### config.mk
export PLATFORM = sky130hd
export DESIGN_NAME = dbsSequencer
export DESIGN_NICKNAME = d
export VERILOG_FILES = /design/src/rtl/dbsPkg.sv /design/src/rtl/dbsCtrl.sv /design/src/rtl/dbsData.sv /design/src/rtl/dbsSequencer.sv
export SDC_FILE = /design/constraint.sdc
export NUM_CORES = 1
export LEC_CHECK = 0
export ABC_AREA = 1
export BUFFER_PORTS_ARGS = -buffer_cell sky130_fd_sc_hd__buf_2
export CAP_MARGIN = 20
export CORE_MARGIN = 2
export CORE_UTILIZATION = 55
export CTS_CLUSTER_DIAMETER = 40
export CTS_CLUSTER_SIZE = 12
export DETAILED_ROUTE_END_ITERATION = 12
export GPL_TIMING_DRIVEN = 0
export PLACE_DENSITY = 0.81
export REMOVE_ABC_BUFFERS = 1
export SYNTH_ARGS = -nofsm -noshare
export SYNTH_HDL_FRONTEND = slang
export SYNTH_SLANG_ARGS = --single-unit
export TNS_END_PERCENT = 50
### constraint.sdc
create_clock -name clk -period 5.65 [get_ports clk]
set_input_delay 0.565 -clock clk [delete_from_list [all_inputs] [get_ports clk]]
set_output_delay 0.565 -clock clk [all_outputs]
set_load 0.02 [all_outputs]
### src/rtl/dbsPkg.sv
package dbsPkg;
  localparam int BUS_BYTES = 4;
  localparam int BUS_W     = 8 * BUS_BYTES;

  typedef enum logic [1:0] {
    PORT32   = 2'b00,
    PORT8    = 2'b01,
    PORT16   = 2'b10,
    PORTNONE = 2'b11
  } portCode_e;

  // strobes from control to datapath
  typedef struct packed {
    logic       load;    // accept a new operand
    logic       step;    // an acknowledged cycle completes
    logic [2:0] nMove;   // bytes moved by the current cycle
    logic [1:0] rdLane;  // first lane the port presents
    logic [1:0] addrLo;  // current address offset in the bus word
  } seqStrobe_t;

  function automatic logic [2:0] portBytes(input logic [1:0] code);
    case (code)
      PORT32:  portBytes = 3'd4;
      PORT16:  portBytes = 3'd2;
      PORT8:   portBytes = 3'd1;
      default: portBytes = 3'd0;
    endcase
  endfunction

  function automatic logic [2:0] sizeCount(input logic [1:0] code);
    sizeCount = (code == 2'b00) ? 3'd4 : {1'b0, code};
  endfunction

  function automatic logic [7:0] laneByte(input logic [BUS_W-1:0] data, input logic [1:0] lane);
    laneByte = data[BUS_W-1-8*int'(lane) -: 8];
  endfunction
endpackage

### src/rtl/dbsCtrl.sv
module dbsCtrl
  import dbsPkg::*;
#(
  parameter int ADDR_W = 32
) (
  input  logic              clk,
  input  logic              rst_n,
  input  logic              reqValid,
  input  logic [ADDR_W-1:0] reqAddr,
  input  logic [1:0]        reqSize,
  input  logic              reqWrite,
  input  logic              busAck,
  input  logic [1:0]        busPortSize,
  output logic              busCyc,
  output logic [ADDR_W-1:0] busAddr,
  output logic [1:0]        busSize,
  output logic              busWrite,
  output logic              done,
  output seqStrobe_t        strobe
);
  typedef enum logic {S_IDLE, S_RUN} state_e;

  state_e            stateQ;
  logic [ADDR_W-1:0] addrQ;
  logic [2:0]        remQ;
  logic              writeQ;
  logic              doneQ;

  logic [2:0] pBytes;
  logic [2:0] offset;
  logic [2:0] room;
  logic [2:0] nMove;
  logic       ackOk;
  logic       accept;
  logic       lastStep;

  always_comb begin
    pBytes = portBytes(busPortSize);
    case (pBytes)
      3'd4:    offset = {1'b0, addrQ[1:0]};
      3'd2:    offset = {2'b00, addrQ[0]};
      default: offset = 3'd0;
    endcase
    room     = pBytes - offset;
    nMove    = (remQ < room) ? remQ : room;
    ackOk    = (stateQ == S_RUN) && busAck && (busPortSize != PORTNONE);
    accept   = (stateQ == S_IDLE) && reqValid;
    lastStep = ackOk && (remQ == nMove);
  end

  always_ff @(posedge clk or negedge rst_n) begin
    if (!rst_n) begin
      stateQ <= S_IDLE;
      addrQ  <= '0;
      remQ   <= 3'd0;
      writeQ <= 1'b0;
      doneQ  <= 1'b0;
    end else begin
      doneQ <= lastStep;
      if (accept) begin
        stateQ <= S_RUN;
        addrQ  <= reqAddr;
        remQ   <= sizeCount(reqSize);
        writeQ <= reqWrite;
      end else if (ackOk) begin
        addrQ <= addrQ + ADDR_W'(nMove);
        remQ  <= remQ - nMove;
        if (lastStep) stateQ <= S_IDLE;
      end
    end
  end

  assign busCyc   = (stateQ == S_RUN);
  assign busAddr  = addrQ;
  assign busSize  = remQ[1:0];
  assign busWrite = writeQ;
  assign done     = doneQ;

  assign strobe.load   = accept;
  assign strobe.step   = ackOk;
  assign strobe.nMove  = nMove;
  assign strobe.rdLane = offset[1:0];
  assign strobe.addrLo = addrQ[1:0];
endmodule

### src/rtl/dbsData.sv
module dbsData
  import dbsPkg::*;
(
  input  logic             clk,
  input  logic             rst_n,
  input  seqStrobe_t       strobe,
  input  logic [1:0]       reqSize,
  input  logic [BUS_W-1:0] reqWData,
  input  logic [BUS_W-1:0] busRData,
  output logic [BUS_W-1:0] busWData,
  output logic [BUS_W-1:0] rdData
);
  logic [BUS_W-1:0] wRegQ;     // unsent bytes, left-justified
  logic [BUS_W-1:0] accQ;      // received bytes, right-justified
  logic [BUS_W-1:0] gathered;
  logic [5:0]       loadShift;
  logic [5:0]       stepShift;

  always_comb begin
    loadShift = {3'(3'd4 - sizeCount(reqSize)), 3'b000};
    stepShift = {strobe.nMove, 3'b000};
    gathered  = '0;
    for (int k = 0; k < BUS_BYTES; k++) begin
      if (3'(k) < strobe.nMove)
        gathered = {gathered[BUS_W-9:0], laneByte(busRData, strobe.rdLane + 2'(k))};
    end
  end

  always_ff @(posedge clk or negedge rst_n) begin
    if (!rst_n) begin
      wRegQ <= '0;
      accQ  <= '0;
    end else if (strobe.load) begin
      wRegQ <= reqWData << loadShift;
      accQ  <= '0;
    end else if (strobe.step) begin
      wRegQ <= wRegQ << stepShift;
      accQ  <= (accQ << stepShift) | gathered;
    end
  end

  // each lane carries the byte that a 32-, 16- or 8-bit port expects there
  for (genvar L = 0; L < BUS_BYTES; L++) begin : g_lane
    logic [1:0] srcIdx;
    always_comb begin
      if (2'(L) >= strobe.addrLo)
        srcIdx = 2'(L) - strobe.addrLo;
      else if (1'(L % 2) >= strobe.addrLo[0])
        srcIdx = 2'(L % 2) - {1'b0, strobe.addrLo[0]};
      else
        srcIdx = 2'd0;
    end
    assign busWData[BUS_W-1-8*L -: 8] = laneByte(wRegQ, srcIdx);
  end

  assign rdData = accQ;
endmodule

### src/rtl/dbsSequencer.sv
module dbsSequencer
  import dbsPkg::*;
#(
  parameter int ADDR_W = 32
) (
  input  logic              clk,
  input  logic              rst_n,
  input  logic              reqValid,
  input  logic [ADDR_W-1:0] reqAddr,
  input  logic [1:0]        reqSize,
  input  logic              reqWrite,
  input  logic [31:0]       reqWData,
  output logic              busCyc,
  output logic [ADDR_W-1:0] busAddr,
  output logic [1:0]        busSize,
  output logic              busWrite,
  output logic [31:0]       busWData,
  input  logic [31:0]       busRData,
  input  logic              busAck,
  input  logic [1:0]        busPortSize,
  output logic              done,
  output logic [31:0]       rdData
);
  seqStrobe_t strobe;

  dbsCtrl #(.ADDR_W(ADDR_W)) u_ctrl (
    .clk(clk), .rst_n(rst_n),
    .reqValid(reqValid), .reqAddr(reqAddr), .reqSize(reqSize), .reqWrite(reqWrite),
    .busAck(busAck), .busPortSize(busPortSize),
    .busCyc(busCyc), .busAddr(busAddr), .busSize(busSize), .busWrite(busWrite),
    .done(done), .strobe(strobe)
  );

  dbsData u_data (
    .clk(clk), .rst_n(rst_n), .strobe(strobe),
    .reqSize(reqSize), .reqWData(reqWData),
    .busRData(busRData), .busWData(busWData), .rdData(rdData)
  );
endmodule

==> impl_results.md <==
* Die W at 130.5 um
* Worst Path Required at 5950 ps
* Routability cong. at 0.9544
* Worst slack, placed at -810.8 ps
* Placed Area at 9823 sq um
* Fin crit period at 5263 ps
* Async set-reset flop share out of synthesis at 100.0%
* Setup violators final at 0
* Post-synth EDFFs at 0
* Die area at 17020 sq um
* Top_reg_cell synth: dfrtp_1
* Synth Instances at 1431
* I/O pin count at 206
* Largest net degree at the start of global routing at 68
* CTS Hold Bufs at 0
* Clock root cell: clkbuf_16
* Final #Nets at 1697
* Final-layout fill cell count at 1535
* Clock sink count at 102
* Hold crit path type: input pin to async pin
* Vias per Instance at 5.848
* WL met2 at 13630 um
* Starting density of the core at 55.78%
* Final instance area at 10270 sq um
* Seq cells post-synth at 102
* Synth top area share at 29.02%
* Clock skew at 9.819 ps
* Post-synth top area cell: dfrtp_1
* Top cells by area, synth: dfrtp_1 29%, nand2_1 19%, o21ai_0 12%
* H-Tree Depth at 3
* Layout cells sized above 1 at 17.55%
* Startpoint Class: flop
* Final routed DRC violation total at 0
* Die Y at 130.5 um
* Pins over their slew limit at 0
* Avg WL per Cell at 16.34 um
* Fin worst setup slack at 386.8 ps
* Detailed Place HPWL at 19980 um
* Area Overhead vs Synth at 16.77%
* Final hold viol count at 0
* CTS tree: yes
* Ys Warns at 0
* Final non-filler cell total at 1802
* Synthesized area at 8796 sq um
* Max Cap Viol at 0
* Max clock buf depth at 2
* PwrDens at 699.3 nW/um^2
* Inserted Clock Buffers at 9
* Worst setup path class: flop to flop
* GRT Residual Overflow at 0
* Status: finished, final reports clean
* Routed Antenna Nets at 0
* Later-pin clock latency in the skew report at 370 ps
* Metal-1 WL at 11960 um
* Total global-route track usage at 33.67%
* Critical Path AT at 5570 ps
* Crit Path Max Fanout at 59
* DRT iter0 DRCs at 1087
* Reg clk slew, reported paths at 80 ps
* Rows at 46
* Distinct cell type count after synthesis at 49
* Port buffer count at 205
* Crit path capture type: flop
* Initial antenna violation count at 1
* Pre-Repair DR Iteration Count at 5
* Placed insts at 1778
* First-pass GRT wire length at 45570 um
* Most frequent cells in the layout: 442 x nand2_1, 211 x o21ai_0, 204 x buf_2
* RSZ-0062 raised after global routing: no
* Register area share after synthesis at 29.02%
* Final period util at 93.15%
* Final WL at 29450 um
* Uppermost routed layer: met4
* Synth Area per Inst at 6.147 sq um
* Metal3 WL at 3175 um
* Commonest non-fill, non-tap cell in the layout: nand2_1
* Vias in the first global route at 9351
* Tightest Pin Transition at 1029 ps
* Leak at 5.162 nW
* Highest clock rate at 0.1900 GHz
* Normalized max-slew margin at 31.33%
* Max VDD drop at 334.8 uV
* Via count at 10540
* Area of the core at 15770 sq um
## worst max-delay path, cell delays in order (launching register included)
cell	delay, ps
dfrtp_2	710
nand2_8	260
inv_1	360
fa_1	520
ha_1	300
inv_1	30
nor2_1	160
nand2_4	100
nand3_4	100
nand2_1	130
nand2_8	300
ha_1	270
inv_1	60
fa_1	400
inv_1	70
nand2_1	50
a21oi_1	260
nand2_1	130
nor2_2	290
nand3_1	160
nor3_1	230
xor2_1	160
nand2_1	60
nand3_1	60
## synthesized netlist by cell type, types with 6 or more instances
cell	count
o22ai_1	14
o211ai_1	17
nor3_1	13
nand3_1	73
clkbuf_1	37
o21ai_1	32
nand2_2	8
or2_2	8
a21oi_1	65
buf_1	9
nand2_1	442
nor2_1	99
ha_1	10
dfrtp_1	102
buf_2	21
buf_4	8
xor2_1	6
inv_1	149
nand4_1	10
a31oi_1	31
inv_2	6
o21ai_0	211
## where the power goes
group,internal (mW),switching (mW)
clock network,0.390,0.310
registers,1.06,0.414
logic,1.56,3.45
## logic make-up (layout without fill, tap and decap cells)
group	Yosys count	after routing	share of synthesized area, %
AND/OR/NAND/NOR	676	676	32.46
buffers and inverters	239	392	11.21
adder cells (fa/ha/maj)	13	13	2.105
flip-flops	102	102	29.02
AO/OA/AOI/OAI	392	392	24.31
other	0	2	0
XOR/XNOR	9	9	0.8962
## what timing repair did
item / 4_1_cts / 5_1_grt
buffers inserted: 0 / 4
setup endpoints to repair: 23 / 11
resized for setup: 6 / 3
hold endpoints to repair: 0 / 0
gates cloned: 0 / 0
## layout make-up
| cell class | instances | area, sq um | area share [%] |
|---|---|---|---|
| Sequential cell | 102 | 2554 | 24.86 |
| Clock inverter | 5 | 81.33 | 0.7918 |
| Inverter | 160 | 610.6 | 5.945 |
| Tap cell | 216 | 270.3 | 2.631 |
| Multi-Input combinational cell | 1090 | 5303 | 51.63 |
| Timing Repair Buffer | 216 | 1215 | 11.83 |
| Antenna cell | 2 | 5.005 | 0.04873 |
| Clock buffer | 11 | 232.7 | 2.266 |
## registers in the layout, summed over array words and instances, names as in the netlist
register and cells:
u_ctrl.busAddr 32, u_ctrl.busCyc 1, u_ctrl.busWrite 1, u_ctrl.done 1
u_ctrl.remQ 3, u_data.rdData 32, u_data.wRegQ 32
## stage by stage
step	power [mW]	hold slack [ps]	TNS (ps)	utilization, %
after floorplan	4.817	269.4	0	-
after global placement	6.166	463.1	-88370	61.57
after detailed placement	6.309	468.2	-8406	62.29
after CTS	7.036	194.2	0	64.46
after global routing	7.809	215.2	0	65.11
final	7.182	182.0	0	65.13
## path summary, 6_finish.rpt
kind | cells after the start | from | slack (ps) | endpoint
max | 23 | u_ctrl.busAddr[0] | 390 | u_ctrl.busAddr[26]
min | 1 | rst_n | 180 | u_data.wRegQ[3]
max reg2reg | 23 | u_ctrl.busAddr[0] | 390 | u_ctrl.busAddr[26]
min reg2reg | 2 | u_ctrl.busWrite | 490 | u_ctrl.busWrite
max in group asynchronous | 2 | rst_n | 4720 | u_ctrl.busAddr[0]
min in group clk | 3 | reqWrite | 390 | u_ctrl.busWrite
## metal layers
metal,up-vias,track usage [%]
li1,5021,-
met1,4835,45.13
met2,622,54.54
met3,60,7.003
met4,0,11.58
met5,-,0
Note: power is estimated with default switching activity, not from simulation.
